`src/rtl/tf_pkg.sv`:
```
package tf_pkg;
  typedef enum logic {
    SEQ_IDLE = 1'b0,
    SEQ_WAIT = 1'b1
  } seq_state_t;
endpackage

```
`src/rtl/tf_ack_delay.sv`:
```
module tf_ack_delay #(
  parameter int CNT_W = 8
) (
  input  logic             clk,
  input  logic             rst_n,
  input  logic             stb,
  input  logic [CNT_W-1:0] cfg_delay,
  output logic             ack
);
  logic [CNT_W-1:0] cnt_q, cnt_d;
  logic             busy_q, busy_d;
  logic             ack_q, ack_d;

  always_comb begin
    cnt_d  = cnt_q;
    busy_d = busy_q;
    ack_d  = 1'b0;
    if (stb) begin
      if (cfg_delay == '0) begin
        ack_d  = 1'b1;
        busy_d = 1'b0;
      end else begin
        busy_d = 1'b1;
        cnt_d  = cfg_delay;
      end
    end else if (busy_q) begin
      if (cnt_q == CNT_W'(1)) begin
        ack_d  = 1'b1;
        busy_d = 1'b0;
      end
      cnt_d = cnt_q - CNT_W'(1);
    end
  end

  always_ff @(posedge clk or negedge rst_n) begin
    if (!rst_n) begin
      cnt_q  <= '0;
      busy_q <= 1'b0;
      ack_q  <= 1'b0;
    end else begin
      cnt_q  <= cnt_d;
      busy_q <= busy_d;
      ack_q  <= ack_d;
    end
  end

  assign ack = ack_q;
endmodule

```
`src/rtl/tf_hold_slot.sv`:
```
module tf_hold_slot #(
  parameter int DATA_W = 8,
  parameter int CMD_W  = 4
) (
  input  logic              clk,
  input  logic              rst_n,
  input  logic              load,
  input  logic [DATA_W-1:0] data_in,
  input  logic [CMD_W-1:0]  cmd_in,
  input  logic              eob_in,
  input  logic              take,
  output logic              vld,
  output logic [DATA_W-1:0] data,
  output logic [CMD_W-1:0]  cmd,
  output logic              eob
);
  logic              vld_q, vld_d;
  logic [DATA_W-1:0] data_q;
  logic [CMD_W-1:0]  cmd_q;
  logic              eob_q;

  always_comb begin
    vld_d = vld_q;
    if (load)      vld_d = 1'b1;
    else if (take) vld_d = 1'b0;
  end

  always_ff @(posedge clk or negedge rst_n) begin
    if (!rst_n) begin
      vld_q  <= 1'b0;
      data_q <= '0;
      cmd_q  <= '0;
      eob_q  <= 1'b0;
    end else begin
      vld_q <= vld_d;
      if (load) begin
        data_q <= data_in;
        cmd_q  <= cmd_in;
        eob_q  <= eob_in;
      end
    end
  end

  assign vld  = vld_q;
  assign data = data_q;
  assign cmd  = cmd_q;
  assign eob  = eob_q;
endmodule

```
`src/rtl/tf_flush_fsm.sv`:
```
module tf_flush_fsm
  import tf_pkg::*;
#(
  parameter int CNT_W = 8
) (
  input  logic             clk,
  input  logic             rst_n,
  input  logic             host_stb,
  input  logic             slot_vld,
  input  logic             slot_eob,
  input  logic             out_busy,
  input  logic [CNT_W-1:0] cfg_idle,
  output logic             launch_host,
  output logic             launch_sync
);
  seq_state_t       state_q, state_d;
  logic [CNT_W-1:0] cnt_q, cnt_d;

  // A pending host write goes out whenever the strobe is low; the
  // flush only fires from the wait state with the slot empty.
  assign launch_host = slot_vld && !out_busy;
  assign launch_sync = (state_q == SEQ_WAIT) && !slot_vld && !out_busy &&
                       (cnt_q >= cfg_idle);

  always_comb begin
    state_d = state_q;
    cnt_d   = cnt_q;
    if (launch_host) begin
      state_d = slot_eob ? SEQ_WAIT : SEQ_IDLE;
      cnt_d   = '0;
    end else if (launch_sync) begin
      state_d = SEQ_IDLE;
      cnt_d   = '0;
    end else if (state_q == SEQ_WAIT) begin
      if (host_stb || slot_vld) begin
        state_d = SEQ_IDLE;
        cnt_d   = '0;
      end else if (cnt_q != '1) begin
        cnt_d = cnt_q + CNT_W'(1);
      end
    end
  end

  always_ff @(posedge clk or negedge rst_n) begin
    if (!rst_n) begin
      state_q <= SEQ_IDLE;
      cnt_q   <= '0;
    end else begin
      state_q <= state_d;
      cnt_q   <= cnt_d;
    end
  end
endmodule

```
`src/rtl/tf_out_stage.sv`:
```
module tf_out_stage #(
  parameter int              DATA_W    = 8,
  parameter int              CMD_W     = 4,
  parameter logic [CMD_W-1:0] SYNC_CODE = 4'h8
) (
  input  logic              clk,
  input  logic              rst_n,
  input  logic              launch_host,
  input  logic              launch_sync,
  input  logic [DATA_W-1:0] slot_data,
  input  logic [CMD_W-1:0]  slot_cmd,
  output logic              wr_stb,
  output logic [DATA_W-1:0] wr_data,
  output logic [CMD_W-1:0]  wr_cmd,
  output logic              wr_is_cmd
);
  logic              stb_q;
  logic [DATA_W-1:0] data_q, data_d;
  logic [CMD_W-1:0]  cmd_q, cmd_d;
  logic              load_en;

  assign load_en = launch_host || launch_sync;

  always_comb begin
    data_d = slot_data;
    cmd_d  = slot_cmd;
    if (launch_sync) begin
      data_d = '0;
      cmd_d  = SYNC_CODE;
    end
  end

  always_ff @(posedge clk or negedge rst_n) begin
    if (!rst_n) begin
      stb_q  <= 1'b0;
      data_q <= '0;
      cmd_q  <= '0;
    end else begin
      stb_q <= load_en;
      if (load_en) begin
        data_q <= data_d;
        cmd_q  <= cmd_d;
      end
    end
  end

  assign wr_stb    = stb_q;
  assign wr_data   = data_q;
  assign wr_cmd    = cmd_q;
  assign wr_is_cmd = |cmd_q;
endmodule

```
`src/rtl/tx_tail_flush.sv`:
```
module tx_tail_flush #(
  parameter int               DATA_W    = 8,
  parameter int               CMD_W     = 4,
  parameter int               CNT_W     = 8,
  parameter logic [CMD_W-1:0] SYNC_CODE = 4'h8
) (
  input  logic              clk,
  input  logic              rst_n,
  input  logic [CNT_W-1:0]  cfg_idle_cycles,
  input  logic [CNT_W-1:0]  cfg_ack_delay,
  input  logic              host_stb,
  input  logic              host_eob,
  input  logic [DATA_W-1:0] host_data,
  input  logic [CMD_W-1:0]  host_cmd,
  output logic              host_ack,
  output logic              fifo_wr_stb,
  output logic [DATA_W-1:0] fifo_data,
  output logic [CMD_W-1:0]  fifo_cmd,
  output logic              fifo_is_cmd
);
  localparam int RST_STAGES = 2;

  logic [RST_STAGES-1:0] rst_pipe_q;
  logic                  rst_int_n;
  logic                  slot_vld, slot_eob;
  logic [DATA_W-1:0]     slot_data;
  logic [CMD_W-1:0]      slot_cmd;
  logic                  launch_host, launch_sync;

  always_ff @(posedge clk or negedge rst_n) begin
    if (!rst_n) rst_pipe_q <= '0;
    else        rst_pipe_q <= {rst_pipe_q[RST_STAGES-2:0], 1'b1};
  end
  assign rst_int_n = rst_pipe_q[RST_STAGES-1];

  tf_hold_slot #(.DATA_W(DATA_W), .CMD_W(CMD_W)) i_slot (
    .clk(clk), .rst_n(rst_int_n),
    .load(host_stb), .data_in(host_data), .cmd_in(host_cmd), .eob_in(host_eob),
    .take(launch_host),
    .vld(slot_vld), .data(slot_data), .cmd(slot_cmd), .eob(slot_eob)
  );

  tf_flush_fsm #(.CNT_W(CNT_W)) i_fsm (
    .clk(clk), .rst_n(rst_int_n),
    .host_stb(host_stb), .slot_vld(slot_vld), .slot_eob(slot_eob),
    .out_busy(fifo_wr_stb), .cfg_idle(cfg_idle_cycles),
    .launch_host(launch_host), .launch_sync(launch_sync)
  );

  tf_out_stage #(.DATA_W(DATA_W), .CMD_W(CMD_W), .SYNC_CODE(SYNC_CODE)) i_out (
    .clk(clk), .rst_n(rst_int_n),
    .launch_host(launch_host), .launch_sync(launch_sync),
    .slot_data(slot_data), .slot_cmd(slot_cmd),
    .wr_stb(fifo_wr_stb), .wr_data(fifo_data), .wr_cmd(fifo_cmd),
    .wr_is_cmd(fifo_is_cmd)
  );

  tf_ack_delay #(.CNT_W(CNT_W)) i_ack (
    .clk(clk), .rst_n(rst_int_n),
    .stb(host_stb), .cfg_delay(cfg_ack_delay), .ack(host_ack)
  );
endmodule

```
`config.mk`:
```
export PLATFORM = sky130hd
export DESIGN_NAME = tx_tail_flush
export DESIGN_NICKNAME = d
export VERILOG_FILES = /design/src/rtl/tf_pkg.sv /design/src/rtl/tf_ack_delay.sv /design/src/rtl/tf_hold_slot.sv /design/src/rtl/tf_flush_fsm.sv /design/src/rtl/tf_out_stage.sv /design/src/rtl/tx_tail_flush.sv
export SDC_FILE = /design/constraint.sdc
export NUM_CORES = 1
export LEC_CHECK = 0
export ABC_AREA = 1
export BUFFER_PORTS_ARGS = -buffer_cell sky130_fd_sc_hd__clkbuf_2
export CORE_MARGIN = 2
export CORE_UTILIZATION = 50
export DETAILED_ROUTE_END_ITERATION = 16
export HOLD_SLACK_MARGIN = 0.15
export PLACE_DENSITY = 0.74
export RECOVER_POWER = 25
export SKIP_CTS_REPAIR_TIMING = 1
export SYNTH_ARGS = -nofsm -noshare
export SYNTH_HDL_FRONTEND = slang
export SYNTH_SLANG_ARGS = --single-unit
```
`constraint.sdc`:
```
create_clock -name clk -period 1.5 [get_ports clk]
set_clock_uncertainty 0.15 [all_clocks]
set_input_delay 0.15 -clock clk [delete_from_list [all_inputs] [get_ports clk]]
set_output_delay 0.15 -clock clk [all_outputs]
set_load 0.02 [all_outputs]
```
==> results.yml, run 1 <==
outcome:
  status: "complete, but fails checks"
  violations: "negative setup slack"
worst_setup_path:
  cp_top_family: "simple AND/OR/NAND/NOR gates"
  critPathRequiredTime_ns: 1.54
  cp_max_fo: 6
  cp.arrival_ns: 1.81
  worst-path-buf-inv: 1
  cp_slowest_cell: "dfrtp_1"
  cp_cell_sequence: "ha_4 -> nand2_4 -> nor2_4 -> nand4_1 -> nand3_2 -> nand2_4 -> clkbuf_16 -> nand3_2 -> nand2_2"
  path_class: "register to register"
  worstRegToRegCells: 9
  end_kind: "register"
  startpoint_type: "register"
  slowest_delay_ns: 0.42
  crit_cells: 9
floorplanning:
  coreArea_sq_mm: 0.00479
  rows: 25
  io_pins: 47
  die_area_sq_mm: 0.00562
  initial_core_util: 0.526
  die_x_um: 75.0
  fp.dieH_um: 75.0
clock_network:
  ctsLongestPathBuffers: 2
  cts-root-buf: "clkbuf_8"
  insertion_delay_ns: 0.30
  clock_sinks: 48
  cts_max_level: 2
  cts_made_buffers: 5
  cts_tree: "yes"
  clk_pin_slew_ns: 0.09
hold_path:
  min_delay_path_depth: 5
  min_path_type: "input port to register"
synth:
  synthTopCellsByCount: "nand2_1, dfrtp_1, nand3_1, inv_1, nor2_1"
  yosysMostFrequentCell: "nand2_1"
  synth-simple-area-share: 0.315
  yosys.area_share.adder: 0.0547
  synth_top_family_by_area: "simple AND/OR/NAND/NOR gates"
  ys_seq_area_frac: 0.477
  async_flop_share: 1.00
  synthXorXnorAreaFrac: 0.0104
  synth-seq-cells: 48
  synth_cell_type_count: 31
  synthesis.nets: 364
  syn_area_per_cell_sq_um: 7.84
  yosysWarnings: 0
  yosys.area.top_type_share: 0.477
  yosys_most_used_dff: "dfrtp_1"
  synthMuxAreaShare: 0
  synth_edf_count: 0
  yosysTopAreaCell: "dfrtp_1"
  synth_area_sq_mm: 0.00252
  ys_top_cells_by_area: "dfrtp_1, nand2_1, nand3_1"
  synth-compound-area-share: 0.0656
  synthCells: 321
global_routing:
  overflow: 0
  grt_max_degree: 47
  grt_usage: 0.207
  grt_pass1_wl_um: 8960
  antenna_found_initial: 0
  grt_pass1_vias: 2113
sta:
  max_freq_mhz: 565
  hold_viol_final: 0
  layout_setup_ws_ns: -0.270
  setup_violations: 23
  rsz0062_at_grt: "yes"
  worst_hold_slack_ns: 0.0777
  fin_setup_tns_ns: -5.29
  fin_crit_sh: 1.18
  drv_slew: 0
  period_minus_slack_ns: 1.77
route:
  vias_per_cell: 5.06
  dr.pass1.iters: 5
  drc: 0
  wl_per_cell_um: 13.3
  via_count: 2497
  wl_um: 6570
  detail-route-antenna-nets: 0
  first_iter_violations: 161
final_layout:
  syn2layout_area_growth_pct: 49.5
  diodes: 0
  nets: 468
  stdcell_area_sq_mm: 0.00376
  drive_above_1_share: 0.340
pwr:
  combPwrFrac: 0.387
  clkPwrFrac: 0.232
  p_int_mw: 2.93
  power_frac_seq: 0.381
  ir_drop_mv: 0.947
  total_power_mw: 4.70
  swShare: 0.376
  p_switching_mw: 1.76
  power.density_mw_per_mm2: 1250
  leakage_nw: 1.93
place:
  place_ws_ns: -0.272
  place.gp.congestion: 0.909
  dpl_cell_area_sq_mm: 0.00300
  dp_hpwl_um: 3870
  portBuffers: 46
run:
  cap_violations: 0
## cell usage in the layout, fill, tap and decap left out, types with 2 or more instances in the layout
master         count
nand2_1           99
dfrtp_1           46
clkbuf_2          37
buf_4             29
dlygate4sd3_1     25
inv_1             24
nand3_2           23
nor2_1            19
nand3_1           17
nand2_2            9
clkbuf_1           9
ha_4               8
inv_2              7
o21ai_0            7
nor2_2             6
o21ai_1            6
nand4_1            5
o211ai_1           5
clkbuf_8           5
a21oi_1            3
nand2_4            3
a31oi_1            3
ha_1               3
buf_6              3
clkinv_2           2
xor2_1             2
nor3_1             2
bufinv_16          2
clkbuf_16          2
dfrtp_2            2
buf_12             2
## flip-flops by register name (all words and copies together), names as in the netlist
| signal | cells |
|---|---|
| i_ack.cnt_q | 8 |
| i_fsm.cnt_q | 8 |
| i_out.wr_data | 8 |
| i_slot.data | 8 |
| i_out.wr_cmd | 4 |
| i_slot.cmd | 4 |
| rst_pipe_q | 2 |
| i_ack.ack | 1 |
| i_ack.busy_q | 1 |
| i_fsm.state_q | 1 |
| i_out.wr_stb | 1 |
| i_slot.eob | 1 |
| i_slot.vld | 1 |
## cell type report
type / instances / area (sq um)
Timing Repair Buffer: 106 / 807
Clock inverter: 2 / 60.1
Tap cell: 67 / 83.8
Multi-Input combinational cell: 229 / 1390
Sequential cell: 48 / 1200
Clock buffer: 6 / 72.6
Fill cell: 323 / 1020
Inverter: 35 / 141
## layer usage
layer | vias to the layer above | global-route usage | part of all wire
met5 | - | 0 | 0
met4 | 0 | 0.0714 | 0.017
met3 | 9 | 0.0348 | 0.050
met2 | 74 | 0.353 | 0.52
met1 | 1178 | 0.269 | 0.41
li1 | 1236 | - | -
## final timing paths
| path | slack, ns | end | start |
|---|---|---|---|
| worst max-delay path | -0.27 | i_out.wr_data[0] | i_fsm.cnt_q[7] |
| worst min-delay path | 0.08 | i_ack.cnt_q[0] | cfg_ack_delay[0] |
| worst min register to register | 0.22 | rst_pipe_q[1] | rst_pipe_q[0] |
| min in group asynchronous | 0.57 | rst_pipe_q[0] | rst_n |
| worst max register to register | -0.27 | i_out.wr_data[0] | i_fsm.cnt_q[7] |
| max in group asynchronous | 0.29 | i_fsm.cnt_q[3] | rst_pipe_q[1] |
## kinds of logic (layout without fill, tap and decap cells)
logic type	count (synthesis)	after routing
AO/OA/AOI/OAI	28	28
XOR/XNOR	3	3
adder cells (fa/ha/maj)	11	11
flip-flops	48	48
AND/OR/NAND/NOR	185	186
other	1	1
buffers and inverters	45	149
## worst reg2reg max path: cells and delay by family, from the launching register on
family / cells / cell delay, ns
fa+ha+maj: 1 / 0.29
simple gates: 7 / 0.60
buf+inv: 1 / 0.19
flops: 1 / 0.42
## through the flow
| stage | util | std cells |
|---|---|---|
| CTS | 0.654 | 455 |
| global placement | 0.627 | 447 |
| detailed placement | 0.627 | 447 |
| finish | 0.786 | 493 |
| global route | 0.786 | 493 |
| floorplan | - | 321 |
## power by group through the flow
stage	clock network (mW)	registers, mW	logic, mW
after detailed placement	0	1.78	1.43
after floorplan	0	1.96	0.717
final	1.09	1.79	1.82
after global placement	0	1.78	1.39
after global routing	1.16	1.82	2.02
after CTS	1.11	1.76	1.43
(Power assumes the default switching activity.)
==> run 2: changes to the inputs <==
--- a/config.mk
+++ b/config.mk
@@ -8,7 +8,7 @@
 export ABC_AREA = 1
 export BUFFER_PORTS_ARGS = -buffer_cell sky130_fd_sc_hd__clkbuf_2
 export CORE_MARGIN = 2
-export CORE_UTILIZATION = 50
+export CORE_UTILIZATION = 51
 export DETAILED_ROUTE_END_ITERATION = 16
 export HOLD_SLACK_MARGIN = 0.15
 export PLACE_DENSITY = 0.74
@@ -16,4 +16,5 @@
 export SKIP_CTS_REPAIR_TIMING = 1
 export SYNTH_ARGS = -nofsm -noshare
 export SYNTH_HDL_FRONTEND = slang
+export SYNTH_HIERARCHICAL = 1
 export SYNTH_SLANG_ARGS = --single-unit
==> results.yml, run 2 <==
hold_path:
  min_to: "i_ack/busy_q"
  min_delay_path_depth: 5
  min_from: "cfg_ack_delay[4]"
  min_path_type: "input port to register"
global_routing:
  grt_max_degree: 47
  grt_pass1_vias: 2369
  overflow: 0
  antenna_found_initial: 0
  grt_pass1_wl_um: 10100
  grt_usage: 0.208
sta:
  hold_viol_final: 0
  drv_slew: 0
  fin_setup_tns_ns: -5.67
  worst_hold_slack_ns: 0.102
  layout_setup_ws_ns: -0.305
  period_minus_slack_ns: 1.81
  fin_crit_sh: 1.20
  rsz0062_at_grt: "yes"
  setup_violations: 24
  max_freq_mhz: 554
synth:
  yosysMostFrequentCell: "nand2_1"
  async_flop_share: 1.00
  ys_seq_area_frac: 0.438
  yosysWarnings: 6
  synthTopCellsByCount: "nand2_1, dfrtp_1, inv_1, nand3_1, nor2_1"
  synth_cell_type_count: 32
  ys_top_cells_by_area: "dfrtp_1, nand2_1, nand3_1"
  synth-seq-cells: 48
  synthCells: 361
  syn_area_per_cell_sq_um: 7.59
  yosys.area.top_type_share: 0.438
  synth_edf_count: 0
  synth_area_sq_mm: 0.00274
  yosysTopAreaCell: "dfrtp_1"
  synthesis.nets: 404
  yosys_most_used_dff: "dfrtp_1"
route:
  first_iter_violations: 156
  dr.pass1.iters: 4
  detail-route-antenna-nets: 0
  drc: 0
  wl_per_cell_um: 12.0
  via_count: 2611
  vias_per_cell: 4.92
  wl_um: 6400
place:
  portBuffers: 46
  place.gp.congestion: 0.873
  place_ws_ns: -0.383
  dp_hpwl_um: 4200
  place_inst: 488
worst_setup_path:
  end_kind: "register"
  worstReg2RegEnd: "i_out/wr_data[3]"
  r2r_setup_slack_ns: -0.31
  startpoint_type: "register"
  critPathRequiredTime_ns: 1.60
  worstRegToRegCells: 12
  cp_max_fo: 7
  cp.arrival_ns: 1.90
  path_class: "register to register"
  r2r_start: "i_fsm/cnt_q[1]"
pwr:
  power.density_mw_per_mm2: 1160
  leakage_nw: 1.97
  ir_drop_mv: 0.709
floorplanning:
  die_x_um: 77.3
  fp.dieH_um: 77.3
  die_area_sq_mm: 0.00598
  io_pins: 47
  initial_core_util: 0.533
  coreArea_sq_mm: 0.00514
  rows: 26
outcome:
  violations: "negative setup slack"
  status: "complete, but fails checks"
final_layout:
  final_cells: 531
  nets: 503
  final_common_cell: "nand2_1"
  syn2layout_area_growth_pct: 35.1
  layout_common_cells: "nand2_1, dfrtp_1, clkbuf_2"
  drive_above_1_share: 0.252
  diodes: 0
clock_network:
  cts-root-buf: "clkbuf_8"
  cts_tree: "yes"
  clk_pin_slew_ns: 0.09
  insertion_delay_ns: 0.30
  cts_max_level: 2
  clock_sinks: 48
  ctsLongestPathBuffers: 2
  cts_made_buffers: 5
run:
  cap_violations: 0
==> run 2: cell count changes after synthesis, moves of 4 or more <==
cell,change
buf_2,-5
nand3_1,-5
nand2_1,+26
o21ai_2,+4
o211ai_1,-5
nand3_2,+5
inv_1,+12
o21ai_1,-4
nor2_1,+12
==> run 2: layer usage <==
layer	wire length, um	GRT usage
met1	2720	0.259
met2	3400	0.367
met3	204	0.0412
met5	0	0
met4	66	0.0589
==> run 2: cell type report <==
cell class              instances  area, sq um
clock buffers                   6         82.6
well taps                      70         87.6
flip-flops and latches         48         1200
fillers                       442         1440
multi-input cells             262         1410
inverters                      44          175
repair buffers                 99          707
clock inverters                 2         38.8
==> run 2: worst max path at each step <==
stage / from / end
floorplan: i_fsm/cnt_q[6] / i_out/wr_cmd[1]
global placement: i_fsm/cnt_q[3] / i_out/wr_data[2]
detailed placement: i_fsm/cnt_q[7] / i_out/wr_data[3]
CTS: i_fsm/cnt_q[5] / i_out/wr_data[3]
global route: i_fsm/cnt_q[1] / i_out/wr_data[5]
finish: i_fsm/cnt_q[1] / i_out/wr_data[3]
==> run 2: critical path, stage by stage (launching register included) <==
cell and delay [ns]:
dfrtp_1 0.39, ha_1 0.29, nand2_1 0.08, nand2_1 0.06, nand2_1 0.06, nand2_1 0.05, nand2_1 0.07, nand3_2 0.10
nand2_4 0.12, inv_8 0.05, nor2_4 0.19, nand2_1 0.10, nand2_1 0.06
==> run 2: per-stage QoR <==
| step | power (mW) | cell area [sq um] | utilization |
|---|---|---|---|
| after CTS | 4.18 | 3260 | 0.635 |
| final | 4.29 | 3700 | 0.720 |
| after detailed placement | 3.19 | 3140 | 0.611 |
| after global placement | 3.14 | 3140 | 0.611 |
| after global routing | 4.59 | 3700 | 0.720 |
| after floorplan | 2.73 | 2740 | - |
==> run 2: cell families (layout without fill, tap and decap cells) <==
logic type | count (synthesis) | in the layout | synth area share
buf+inv | 52 | 151 | 0.0876
other cells | 1 | 1 | 0.00137
simple gates | 228 | 229 | 0.371
flops | 48 | 48 | 0.438
compound gates | 21 | 21 | 0.0520
fa+ha+maj | 11 | 11 | 0.0502
==> run 2: power by group <==
group	internal [mW]	switching [mW]
Combinational	0.569	1.00
Sequential	1.55	0.186
Clock	0.545	0.437
